<file path="config.mk">
export PLATFORM = sky130hd
export DESIGN_NAME = fracn_clk_div
export DESIGN_NICKNAME = d
export VERILOG_FILES = /design/src/rtl/fracn_div_pkg.sv /design/src/rtl/fracn_mod_calc.sv /design/src/rtl/fracn_cycle_counter.sv /design/src/rtl/fracn_out_shaper.sv /design/src/rtl/fracn_clk_div.sv
export SDC_FILE = /design/constraint.sdc
export NUM_CORES = 1
export LEC_CHECK = 0
export ABC_AREA = 1
export BUFFER_PORTS_ARGS = -buffer_cell sky130_fd_sc_hd__buf_2
export CORE_ASPECT_RATIO = 0.75
export CORE_MARGIN = 2
export CORE_UTILIZATION = 25
export DETAILED_ROUTE_END_ITERATION = 10
export PLACE_DENSITY_LB_ADDON = 0.25
export SETUP_SLACK_MARGIN = 0.1
export SLEW_MARGIN = 10
export SYNTH_ARGS = -nofsm -noshare
export SYNTH_HDL_FRONTEND = slang
export SYNTH_HIERARCHICAL = 1
export SYNTH_SLANG_ARGS = --single-unit
export TNS_END_PERCENT = 10
</file>
<file path="constraint.sdc">
create_clock -name clk -period 7 [get_ports clk]
set_input_delay 0.7 -clock clk [delete_from_list [all_inputs] [get_ports clk]]
set_output_delay 0.7 -clock clk [all_outputs]
set_load 0.03 [all_outputs]
</file>
<file path="src/rtl/fracn_div_pkg.sv">
package fracn_div_pkg;

    localparam int MOD_BITS = 16;

    typedef logic [MOD_BITS-1:0] mod_t;

    typedef struct packed {
        mod_t cnt;
        mod_t modv;
    } cnt_state_t;

    typedef struct packed {
        logic hi;
        logic stb;
    } shape_state_t;

    function automatic mod_t half_of(mod_t m);
        return m >> 1;
    endfunction

endpackage

</file>
<file path="src/rtl/fracn_mod_calc.sv">
module fracn_mod_calc
    import fracn_div_pkg::*;
#(
    parameter int BASE_W  = 5,
    parameter int OFS_W   = 3,
    parameter int MIN_MOD = 2
) (
    input  logic                    [BASE_W-1:0] base_i,
    input  logic signed             [OFS_W-1:0]  ofs_i,
    input  logic                                 use_ofs_i,
    output mod_t                                 mod_o
);
    localparam int SUM_W = MOD_BITS + 1;

    logic signed [SUM_W-1:0] base_ext;
    logic signed [SUM_W-1:0] ofs_ext;
    logic signed [SUM_W-1:0] sum;

    always_comb begin
        base_ext = {{(SUM_W-BASE_W){1'b0}}, base_i};
        ofs_ext  = use_ofs_i ? {{(SUM_W-OFS_W){ofs_i[OFS_W-1]}}, ofs_i}
                             : '0;
        sum      = base_ext + ofs_ext;
        if (sum < SUM_W'(MIN_MOD)) begin
            mod_o = mod_t'(MIN_MOD);
        end else begin
            mod_o = sum[MOD_BITS-1:0];
        end
    end

    always_comb begin
        a_floor_r4: assert (mod_o >= mod_t'(MIN_MOD) || $isunknown(base_i));
    end

endmodule

</file>
<file path="src/rtl/fracn_cycle_counter.sv">
module fracn_cycle_counter
    import fracn_div_pkg::*;
#(
    parameter int MIN_MOD = 2
) (
    input  logic clk,
    input  logic rst_n,
    input  mod_t next_mod_i,
    output logic term_o,
    output mod_t cnt_d_o,
    output mod_t mod_d_o,
    output mod_t cnt_o,
    output mod_t mod_o
);
    cnt_state_t st_d, st_q;
    logic       term;

    always_comb begin
        st_d = st_q;
        term = (st_q.cnt == st_q.modv - mod_t'(1));
        if (!rst_n) begin
            st_d.cnt  = '0;
            st_d.modv = next_mod_i;
        end else if (term) begin
            st_d.cnt  = '0;
            st_d.modv = next_mod_i;
        end else begin
            st_d.cnt  = st_q.cnt + mod_t'(1);
        end
    end

    always_ff @(posedge clk) begin
        st_q <= st_d;
    end

    assign term_o  = term;
    assign cnt_d_o = st_d.cnt;
    assign mod_d_o = st_d.modv;
    assign cnt_o   = st_q.cnt;
    assign mod_o   = st_q.modv;

    p_cnt_inside_r2: assert property (@(posedge clk) disable iff (!rst_n)
        st_q.cnt < st_q.modv);

    p_mod_floor_r4: assert property (@(posedge clk) disable iff (!rst_n)
        st_q.modv >= mod_t'(MIN_MOD));

    p_hold_mod_r5: assert property (@(posedge clk) disable iff (!rst_n)
        !term |=> $stable(st_q.modv));

    p_wrap_r2: assert property (@(posedge clk) disable iff (!rst_n)
        term |=> (st_q.cnt == '0));

endmodule

</file>
<file path="src/rtl/fracn_out_shaper.sv">
module fracn_out_shaper
    import fracn_div_pkg::*;
(
    input  logic clk,
    input  logic rst_n,
    input  logic term_i,
    input  mod_t cnt_d_i,
    input  mod_t mod_d_i,
    output logic div_clk_o,
    output logic strobe_o
);
    shape_state_t sh_d, sh_q;

    always_comb begin
        sh_d     = sh_q;
        sh_d.hi  = (cnt_d_i < half_of(mod_d_i));
        sh_d.stb = rst_n && term_i;
    end

    always_ff @(posedge clk) begin
        sh_q <= sh_d;
    end

    assign div_clk_o = sh_q.hi;
    assign strobe_o  = sh_q.stb;

    p_strobe_single_r7: assert property (@(posedge clk) disable iff (!rst_n)
        sh_q.stb |=> !sh_q.stb);

    p_high_at_start_r6: assert property (@(posedge clk) disable iff (!rst_n)
        sh_q.stb |-> sh_q.hi);

endmodule

</file>
<file path="src/rtl/fracn_clk_div.sv">
module fracn_clk_div
    import fracn_div_pkg::*;
#(
    parameter int BASE_W  = 5,
    parameter int OFS_W   = 3,
    parameter int MIN_MOD = 2
) (
    input  logic                        clk,
    input  logic                        rst_n,
    input  logic [BASE_W-1:0]           base_i,
    input  logic signed [OFS_W-1:0]     ofs_i,
    input  logic                        ofs_valid_i,
    output logic                        div_clk_o,
    output logic                        cyc_strobe_o
);
    mod_t next_mod;
    mod_t cnt_d, mod_d, cnt_q, mod_q;
    logic term;
    logic use_ofs;

    // Reset loads the plain base: offset forced to zero.
    assign use_ofs = rst_n && ofs_valid_i;

    fracn_mod_calc #(
        .BASE_W (BASE_W),
        .OFS_W  (OFS_W),
        .MIN_MOD(MIN_MOD)
    ) u_calc (
        .base_i   (base_i),
        .ofs_i    (ofs_i),
        .use_ofs_i(use_ofs),
        .mod_o    (next_mod)
    );

    fracn_cycle_counter #(
        .MIN_MOD(MIN_MOD)
    ) u_cnt (
        .clk       (clk),
        .rst_n     (rst_n),
        .next_mod_i(next_mod),
        .term_o    (term),
        .cnt_d_o   (cnt_d),
        .mod_d_o   (mod_d),
        .cnt_o     (cnt_q),
        .mod_o     (mod_q)
    );

    fracn_out_shaper u_shape (
        .clk      (clk),
        .rst_n    (rst_n),
        .term_i   (term),
        .cnt_d_i  (cnt_d),
        .mod_d_i  (mod_d),
        .div_clk_o(div_clk_o),
        .strobe_o (cyc_strobe_o)
    );

    p_strobe_at_zero_r2: assert property (@(posedge clk) disable iff (!rst_n)
        cyc_strobe_o |-> (cnt_q == '0));

    p_low_tail_r6: assert property (@(posedge clk) disable iff (!rst_n)
        (cnt_q >= half_of(mod_q)) |-> !div_clk_o);

endmodule

</file>
### Yosys cells after proc, flatten, opt, wreduce, memory -nomap -nowiden

Index checks and enable logic that the tools add are counted.

| word-level totals | value |
|---|---|
| register bits after elaboration | 34 |
| bits in latches | 0 |
| memory bits (writable) | 0 |
| memory bits (read-only) | 0 |
| word-level logic and storage cells | 19 |
| memories kept | 0 |

| cells by class | value |
|---|---|
| add/subtract/negate cells | 3 |
| multipliers | 0 |
| divide/modulo/power cells | 0 |
| magnitude comparators | 2 |
| equality and inequality tests | 2 |
| shifts and indexed selects | 0 |
| muxes and demuxes | 5 |
| bitwise operators | 0 |
| reductions and logical operators | 2 |

Operators by type and width:

| cell | count |
|---|---|
| 16-bit two-way mux | 3 |
| 32-bit two-way mux | 1 |
| 6-bit by 17-bit adder with 17-bit output | 1 |
| 17-bit by 3-bit less-than comparator with 1-bit output (second input constant) | 1 |
| 17-bit two-way mux | 1 |
| 16-bit by 1-bit adder with 16-bit output (second input constant) | 1 |
| 16-bit equality test | 1 |
| 16-bit by 15-bit less-than comparator with 1-bit output | 1 |
| 16-bit by 1-bit subtractor with 16-bit output (second input constant) | 1 |
| 1-bit logical AND | 2 |
| 2-bit by 1-bit inequality test with 1-bit output (second input constant) | 1 |

### Logic depth before layout (Yosys ltp)

Gate-level depths: netlist (run 1).

| depth | value |
|---|---|
| depth after elaboration | 8 |
| gate-level depth with buffers | 32 |

### Cells and area by module

The synthesis (run 1) kept the hierarchy.

Modules (own cells, without submodules):

| module | instances | cells an instance | area each (sq um) |
|---|---|---|---|
| fracn_cycle_counter | 1 | 309 | 1,976.9 |
| fracn_mod_calc | 1 | 83 | 434.2 |
| fracn_out_shaper | 1 | 67 | 434.2 |
| fracn_clk_div | 1 | 2 | 7.5 |

### Worst setup path before layout (run 1)

OpenSTA, ideal clock, no wires.

| timing | value |
|---|---|
| path kind | input-to-reg |
| start | input rst_n |
| end | register u_shape.sh_q (netlist bit u_shape/div_clk_o) |
| setup time | 0.070 ns |
| arrival | 3.628 ns |
| required time | 6.930 ns |
| path slack | 3.303 ns |
| stages on the path | 29 |
| cell sequence | nand2_1 > inv_1 > nand2_1 > inv_1 > ha_1 > inv_1 > fa_1 > inv_1 > nand3_2 > o21bai_4 > o21ai_0 > ha_1 > inv_1 > nand3_1 > nor2_1 > nand2_1 > nor2_1 > nand2_2 > nand2_4 > nor2_1 > nand2_1 > nand2_1 > inv_1 > ha_1 > nand2_1 > inv_1 > nor3_2 > nand2_1 > a21oi_1 |

RTL lines:

| what | RTL line | text |
|---|---|---|
| start, declared | fracn_clk_div.sv:9 | `input logic rst_n,` |
| end signal, assigned | fracn_out_shaper.sv:21 | `sh_q <= sh_d;` |
| end, declared | fracn_out_shaper.sv:12 | `shape_state_t sh_d, sh_q;` |

==> results.py, run 1 <==
metrics = {
    "sta": {
        "setup_viol": 0,
        "fin_skew_ns": 0.003830,
        "min_period_ns": 4.276,
        "slew_viol_final": 0,
        "max-slew-margin-rel_pct": 34.28,
        "rsz0062_at_grt": "false",
        "fmax_mhz": 233.9,
        "worst_slew_pin_slew_ns": 0.9835,
        "fin_crit_sh_pct": 61.08,
        "hold_violations": 0,
        "fin_tns_setup_ns": 0,
    },
    "clock_tree": {
        "cts.repair.resized": 0,
        "clock_sinks": 34,
        "clk_pin_slew_ns": 0.05,
        "cts_setup_buffers": 0,
        "cts_tree": "done",
        "cts_hold_buffers": 0,
        "clock_latency_ns": 0.27,
        "clock_path_buffers": 2,
        "cts_made_buffers": 5,
        "h-tree-depth": 2,
        "root_buffer": "clkbuf_16",
    },
    "cells_and_area": {
        "antenna_cells": 0,
        "n_fill_cell": 1231,
        "multi_input_area_sq_mm": 0.001824,
        "final_nets": 506,
        "final_cell_mix": "nand2_1 (145), inv_1 (75), nor2_1 (65)",
        "syn_to_final_growth_pct": 13.25,
        "drive_gt1_share_pct": 11.81,
        "seq_area_sq_um": 680.7,
        "final_common_cell": "nand2_1",
    },
    "floorplan": {
        "die_w_um": 127.3,
        "core_area_sq_mm": 0.01102,
        "start_util_pct": 25.88,
        "rows": 33,
        "die-area_sq_mm": 0.01229,
        "ios": 13,
        "die_h_um": 96.51,
    },
    "global_route": {
        "grtUsageTotal_pct": 11.83,
        "grt_pass1_wl_um": 11630,
        "grt_pass1_vias": 2455,
        "grt_overflow": 0,
        "antenna_found_initial": 0,
        "grt_max_degree": 31,
    },
    "drt": {
        "ant_nets": 0,
        "met3_length_um": 502,
        "top_layer_used": "met4",
        "met2WireLength_um": 2502,
        "drc": 0,
        "drt-total-wl_um": 6769,
        "detail_route.wl_per_cell_um": 11.02,
        "drt_iter0_drc": 171,
        "viasPerCell": 4.316,
        "firstDrtPassIters": 4,
        "vias": 2650,
        "drt-met1-wl_um": 3739,
    },
    "worst_setup_path": {
        "path_class": "input pin to flip-flop",
        "crit_path_end_kind": "flip-flop",
        "crit_required_ns": 7.21,
        "worstPathArrival_ns": 4.48,
        "critPathLaunchType": "input pin",
        "crit_slowest_cell": "buf_2",
        "cp_common_cell": "nand2_1",
        "worstPathMaxFanout": 21,
        "max_stage_delay_ns": 0.40,
    },
    "power": {
        "power-per-cell-area_mw_per_mm2": 201.3,
        "ir_drop_mv": 0.07405,
        "p_leak_nw": 1.647,
        "total_power_mw": 0.6504,
    },
    "logic_synthesis": {
        "yosysWarnings": 6,
        "muxShareOfSynthArea_pct": 0,
        "synth_compound_area_share_pct": 4.254,
        "yosysTopAreaCellShare_pct": 23.86,
        "synth_xor_area_share_pct": 5.219,
        "syn_inst": 461,
        "netlist_area_sq_mm": 0.002853,
        "synth_top_family_by_area": "simple AND/OR/NAND/NOR gates",
        "synthTopCellsByArea": "dfxtp_1 (24%), nand2_1 (19%), inv_1 (9.9%)",
        "ys_ff_latch": 34,
        "synth_area_per_cell_sq_um": 6.188,
        "synthAdderAreaFrac_pct": 9.912,
        "synth_top_area_cell": "dfxtp_1",
        "synth.distinct_cells": 31,
        "synth_nets": 494,
        "ys_seq_area_share_pct": 23.86,
        "yosys.area_share.simple_pct": 44.56,
    },
    "placement": {
        "portBuffers": 12,
        "gp_congestion": 0.8202,
        "hpwl_um": 5683,
    },
    "job": {
        "maxCapViolCount": 0,
    },
    "status": {
        "status": "completed",
    },
    "hold_path": {
        "hold_path_class": "flip-flop to flip-flop",
    },
}
==> final cells by class <==
class / instances / share of cell area (%)
multi-input cells: 341 / 56.47
repair buffers: 12 / 1.859
well taps: 140 / 5.422
clock buffers: 5 / 3.873
clock inverters: 3 / 2.130
flip-flops and latches: 34 / 21.07
inverters: 79 / 9.179
==> stage by stage <==
stage                     area, sq um  setup WS, ns  hold slack [ns]  cells  util [%]
after floorplan                  2853         3.303           0.4727    461         -
after global placement           3037         2.464           0.5235    606     27.55
after detailed placement         3037         2.404           0.5286    606     27.55
after CTS                        3231         2.692           0.5366    614     29.30
after global routing             3231         2.276           0.5792    614     29.30
final                            3231         2.724           0.5273    614     29.30
==> kinds of logic (layout without fill, tap and decap cells) <==
group                      after synthesis  in the layout
adders and majority gates               22             22
buffers and inverters                   86             99
AOI/OAI and AO/OA                       20             20
xor gates and xnor gates                17             17
and+or+nand+nor                        282            282
DFF                                     34             34
==> worst paths after layout <==
kind	slack, ns	end	cells after the start	startpoint
max	2.72	u_shape/div_clk_o	32	rst_n
min	0.53	u_cnt/mod_o[15]	2	u_cnt/mod_o[15]
max reg2reg	2.89	u_shape/div_clk_o	22	u_cnt/mod_o[0]
min reg2reg	0.53	u_cnt/mod_o[15]	2	u_cnt/mod_o[15]
==> worst max-delay path, delay by kind of cell <==
kind	cells	cell delay, ns
AO/OA/AOI/OAI	3	0.41
AND/OR/NAND/NOR	17	1.37
adder cells (fa/ha/maj)	4	1.03
buffers and inverters	8	0.99
==> sequential cells by signal (all words and copies together) (netlist names) <==
register and count:
u_cnt/cnt_o 16, u_shape/strobe_o 1, u_shape/div_clk_o 1, u_cnt/mod_o 16
==> synthesized netlist by cell type <==
master	count
a21o_1	1
a21oi_1	6
a21oi_2	1
a31oi_1	1
buf_1	1
buf_2	2
buf_4	2
buf_6	2
dfxtp_1	34
fa_1	1
ha_1	21
inv_1	75
inv_2	4
nand2_1	145
nand2_2	6
nand2_4	1
nand3_1	30
nand3_2	13
nand3b_1	1
nand4_1	3
nor2_1	65
nor2_2	5
nor2_4	3
nor3_1	6
nor3_2	2
nor4_1	2
o21ai_0	7
o21ai_1	3
o21bai_4	1
xnor2_1	9
xor2_1	8
==> per-layer routing <==
layer  vias to the layer above  track usage [%]
met5                         -                0
met2                        44            16.84
met3                         2            1.597
li1                       1437                -
met1                      1167            18.69
met4                         0            2.198
==> power breakdown <==
part           switching (mW)  internal (mW)  leakage (nW)
Clock                  0.0796          0.204        0.0940
Sequential             0.0174          0.205         0.278
Combinational          0.0925         0.0516          1.28
Total                   0.189          0.461          1.65
No activity file was read; power rests on OpenSTA's default activity.
==> run 2: changes to the inputs <==
clock period = 3.6 ns   (was 7 ns; I/O delays follow)
==> run 2 against run 1 <==
Final cell count increased by 3.3%. Total power grew 79%. Clock skew up 0.0020 ns. Critical endpoint unchanged. Sequential power rose by 93%. Clock-buffer cell count increased by 1. Highest routed layer unchanged. Largest power group is now sequential cells.
==> results.py, run 2 (synthesis results as in run 1) <==
metrics = {
    "status": {
        "status": "completed",
    },
    "sta": {
        "whs_ns": 0.5188,
        "rsz0062_at_grt": "true",
        "slew_viol_final": 0,
        "worst_slew_pin_slew_ns": 0.3716,
        "fin_crit_sh_pct": 90.34,
        "hold_violations": 0,
        "min_period_ns": 3.252,
        "fmax_mhz": 307.5,
        "setup_viol": 0,
        "fin_skew_ns": 0.005799,
        "max-slew-margin-rel_pct": 75.00,
        "fin_tns_setup_ns": 0,
    },
    "power": {
        "p_leak_nw": 1.746,
        "ir_drop_mv": 0.1861,
        "total_power_mw": 1.166,
        "power-per-cell-area_mw_per_mm2": 333.7,
    },
    "placement": {
        "gp_congestion": 0.7926,
        "portBuffers": 12,
        "dp.cells": 623,
        "hpwl_um": 5732,
    },
    "worst_setup_path": {
        "path_delay_family": "simple AND/OR/NAND/NOR gates",
        "max_stage_delay_ns": 0.30,
        "path_class": "input pin to flip-flop",
        "worstPathArrival_ns": 3.46,
        "crit_required_ns": 3.81,
        "crit_slowest_cell": "ha_1",
        "cp_common_cell": "nand2_1",
        "critPathLaunchType": "input pin",
        "crit_buf_inv": 7,
        "worstPathMaxFanout": 6,
        "crit_path_end_kind": "flip-flop",
    },
    "global_route": {
        "grt_pass1_vias": 2514,
        "antenna_found_initial": 0,
        "grt_pass1_wl_um": 11650,
        "grt_max_degree": 21,
        "grt_overflow": 0,
        "grtUsageTotal_pct": 11.95,
    },
    "clock_tree": {
        "clock_latency_ns": 0.27,
        "h-tree-depth": 2,
        "clock_sinks": 34,
        "clk_pin_slew_ns": 0.05,
        "cts_made_buffers": 5,
        "cts_hold_buffers": 0,
        "clock_path_buffers": 2,
        "root_buffer": "clkbuf_16",
        "cts_tree": "done",
    },
    "cells_and_area": {
        "final_nets": 528,
        "antenna_cells": 0,
        "final_util_pct": 31.69,
        "finalNonFillerCells": 634,
        "final_common_cell": "nand2_1",
        "drive_gt1_share_pct": 20.45,
        "syn_to_final_growth_pct": 22.46,
        "final_cell_mix": "nand2_1 (139), inv_1 (68), nor2_1 (62)",
    },
    "drt": {
        "ant_nets": 0,
        "drt-total-wl_um": 7119,
        "viasPerCell": 4.303,
        "detail_route.wl_per_cell_um": 11.23,
        "firstDrtPassIters": 4,
        "drt_iter0_drc": 161,
        "drc": 0,
        "vias": 2728,
    },
    "floorplan": {
        "start_util_pct": 25.88,
        "core_area_sq_mm": 0.01102,
        "die-area_sq_mm": 0.01229,
        "die_w_um": 127.3,
        "rows": 33,
        "ios": 13,
        "die_h_um": 96.51,
    },
    "hold_path": {
        "hold_path_class": "flip-flop to flip-flop",
    },
    "job": {
        "maxCapViolCount": 0,
    },
}
## run 2: routing by layer
| layer | track usage [%] | share of wire, % | up-vias |
|---|---|---|---|
| met5 | 0 | 0 | - |
| met4 | 2.747 | 0.80 | 0 |
| met3 | 1.762 | 2.8 | 4 |
| met2 | 17.78 | 39 | 30 |
| met1 | 18.03 | 57 | 1214 |
| li1 | - | - | 1480 |
## run 2: repair_timing
action	4_1_cts	5_1_grt
buffers inserted	0	5
setup endpoints to repair	0	1
gates resized for setup	0	37
## run 2: worst paths after layout
kind                        start           endpoint  slack [ns]  cells after the start
setup reg to reg   u_cnt/mod_o[1]  u_shape/div_clk_o        0.49                     22
hold / removal    u_cnt/mod_o[15]    u_cnt/mod_o[15]        0.52                      2
setup / recovery      ofs_valid_i  u_shape/div_clk_o        0.35                     34
hold reg to reg   u_cnt/mod_o[15]    u_cnt/mod_o[15]        0.52                      2
## run 2: worst register-to-register path: stages, from the launching register on
cell	delay [ns]
dfxtp_1	0.38
inv_2	0.07
ha_1	0.29
nand2_1	0.07
inv_1	0.03
nor2_1	0.08
nand3_1	0.09
nor2_1	0.12
nand2_1	0.06
nor2_1	0.08
nand2_1	0.05
nor2_1	0.14
nand3_2	0.11
nand2_1	0.23
buf_12	0.19
nand2_1	0.07
nand2_1	0.07
inv_1	0.06
ha_1	0.28
inv_1	0.05
nor4_1	0.28
buf_4	0.16
a21oi_2	0.04
## run 2: power by group
group	switching, mW	total [mW]	internal [mW]	leakage (nW)
clock network	0.139	0.406	0.267	0.0688
registers	0.0314	0.431	0.399	0.278
logic	0.198	0.329	0.131	1.40
## run 2: cell type report
cell class | instances | area (sq um)
Clock buffer | 6 | 138.9
Fill cell | 1201 | 7531
Inverter | 79 | 301.5
Multi-Input combinational cell | 341 | 1939
Sequential cell | 34 | 680.7
Tap cell | 140 | 175.2
Timing Repair Buffer | 34 | 257.7
## run 2: stage by stage
stage | worst slack (ns) | cell area (sq um)
6_report | 0.3476 | 3493
5_1_grt | 0.08561 | 3493
4_1_cts | 0.2375 | 3316
3_5_place_dp | -0.03841 | 3177
3_3_place_gp | 0.007324 | 3177
2_1_floorplan | 0.2426 | 2853
==> run 3: changes to the inputs <==
CTS_BUF_LIST = sky130_fd_sc_hd__clkbuf_16   (was unset)
==> run 3 against run 2 <==
Core utilization fell by 0.091 points. First-iteration DRC count increased by 1.2%. Clock skew hardly changed. Clock power decreased by 5.4%. Sequential cell count is the same. Critical path depth unchanged. Sequential share of layout area up 0.056 points. Register-to-register slack barely moved. Critical endpoint unchanged.
==> results.py, run 3 (synthesis results as in run 1) <==
metrics = {
    "global_route": {
        "grt_pass1_vias": 2520,
        "grt_overflow": 0,
        "grt_pass1_wl_um": 11670,
        "antenna_found_initial": 0,
        "grtUsageTotal_pct": 11.97,
        "grt_max_degree": 21,
    },
    "sta": {
        "fmax_mhz": 306.8,
        "fin_crit_sh_pct": 90.55,
        "fin_skew_ns": 0.005789,
        "worst_slew_pin_slew_ns": 0.3783,
        "max-slew-margin-rel_pct": 74.55,
        "min_period_ns": 3.260,
        "hold_violations": 0,
        "fin_tns_setup_ns": 0,
        "slew_viol_final": 0,
        "setup_viol": 0,
        "rsz0062_at_grt": "true",
    },
    "clock_tree": {
        "clock_path_buffers": 2,
        "cts_hold_buffers": 0,
        "cts_tree": "done",
        "root_buffer": "clkbuf_16",
        "h-tree-depth": 2,
        "clk_pin_slew_ns": 0.05,
        "cts_made_buffers": 5,
        "clock_latency_ns": 0.27,
        "clock_sinks": 34,
    },
    "worst_setup_path": {
        "path_class": "input pin to flip-flop",
        "crit_path_end_kind": "flip-flop",
        "rr_worst_depth": 22,
        "cp_common_cell": "nand2_1",
        "worstPathMaxFanout": 6,
        "reg2reg_slack_ns": 0.49,
        "max_stage_delay_ns": 0.30,
        "crit_required_ns": 3.81,
        "r2r-start": "u_cnt/mod_o[1]",
        "r2r_end": "u_shape/div_clk_o",
        "critPathLaunchType": "input pin",
        "worstPathArrival_ns": 3.47,
        "crit_slowest_cell": "ha_1",
    },
    "drt": {
        "viasPerCell": 4.308,
        "drt_iter0_drc": 163,
        "drc": 0,
        "ant_nets": 0,
        "detail_route.wl_per_cell_um": 11.28,
        "drt-total-wl_um": 7153,
        "firstDrtPassIters": 4,
        "vias": 2731,
    },
    "floorplan": {
        "die-area_sq_mm": 0.01229,
        "core_area_sq_mm": 0.01102,
        "die_h_um": 96.51,
        "start_util_pct": 25.88,
        "ios": 13,
        "die_w_um": 127.3,
        "rows": 33,
    },
    "job": {
        "maxCapViolCount": 0,
    },
    "status": {
        "status": "completed",
    },
    "cells_and_area": {
        "final_common_cell": "nand2_1",
        "syn_to_final_growth_pct": 22.11,
        "drive_gt1_share_pct": 20.24,
        "multi_input_area_sq_mm": 0.001939,
        "final_nets": 528,
        "final_cell_mix": "nand2_1 (139), inv_1 (68), nor2_1 (62)",
        "finalNonFillerCells": 634,
        "final_util_pct": 31.60,
        "n_fill_cell": 1200,
        "seq_area_sq_um": 680.7,
        "antenna_cells": 0,
    },
    "power": {
        "power-per-cell-area_mw_per_mm2": 328.7,
        "p_leak_nw": 1.740,
        "ir_drop_mv": 0.2057,
        "total_power_mw": 1.145,
    },
    "hold_path": {
        "hold_start": "u_cnt/cnt_o[0]",
        "holdPathEnd": "u_cnt/cnt_o[0]",
        "holdPathStages": 1,
        "hold_path_class": "flip-flop to flip-flop",
    },
    "placement": {
        "hpwl_um": 5732,
        "portBuffers": 12,
        "gp_congestion": 0.7926,
        "dp.cells": 623,
    },
}
==> run 3: changes by cell type in the layout (fill, tap and decap cells not counted) <==
cell | previous run | this run
clkbuf_8 | 1 | 0
clkinv_1 | 0 | 1
==> run 3: critical path: cells and delay by family <==
family,cells,cell delay [ns]
adders and majority gates,3,0.77
and+or+nand+nor,22,1.48
buffers and inverters,7,0.52
AOI/OAI and AO/OA,2,0.33
==> run 3: layout make-up <==
cell class	count	share of cell area, %
Clock buffer	5	3.592
Clock inverter	1	0.1078
Inverter	79	8.657
Multi-Input combinational cell	341	55.68
Sequential cell	34	19.54
Tap cell	140	5.029
Timing Repair Buffer	34	7.399
==> run 3: per-layer routing <==
metal  global-route usage (%)  wire (um)  vias to the layer above
met5                        0          0                        -
met4                    2.747         55                        0
met1                    18.00       4061                     1215
met3                    1.762        229                        4
met2                    17.91       2806                       32
li1                         -          -                     1480
==> run 3: report_power, final <==
group          total (mW)  switching, mW  internal (mW)
registers           0.431         0.0318          0.399
logic               0.330          0.199          0.131
clock network       0.384          0.138          0.245
==> run 3: metrics by stage <==
| step | cell area [sq um] | hold WS, ns | setup slack (ns) |
|---|---|---|---|
| after floorplan | 2853 | 0.4576 | 0.2426 |
| after global placement | 3177 | 0.5084 | 0.007324 |
| after detailed placement | 3177 | 0.5135 | -0.03841 |
| after CTS | 3306 | 0.5207 | 0.2374 |
| after global routing | 3483 | 0.5569 | 0.09031 |
| final | 3483 | 0.5191 | 0.3403 |
==> run 3: worst max path at each step <==
stage,startpoint,to,depth (start not counted)
6_report,ofs_valid_i,u_shape/div_clk_o,34
5_1_grt,rst_n,u_shape/div_clk_o,32
4_1_cts,rst_n,u_shape/div_clk_o,34
3_5_place_dp,rst_n,u_shape/div_clk_o,30
3_3_place_gp,rst_n,u_shape/div_clk_o,34
2_1_floorplan,rst_n,u_shape/div_clk_o,29
==> run 3: what timing repair did <==
action                                  CTS  global route
endpoints found under the setup margin    0             1
setup buffers                             0             5
resized for setup                         0            37
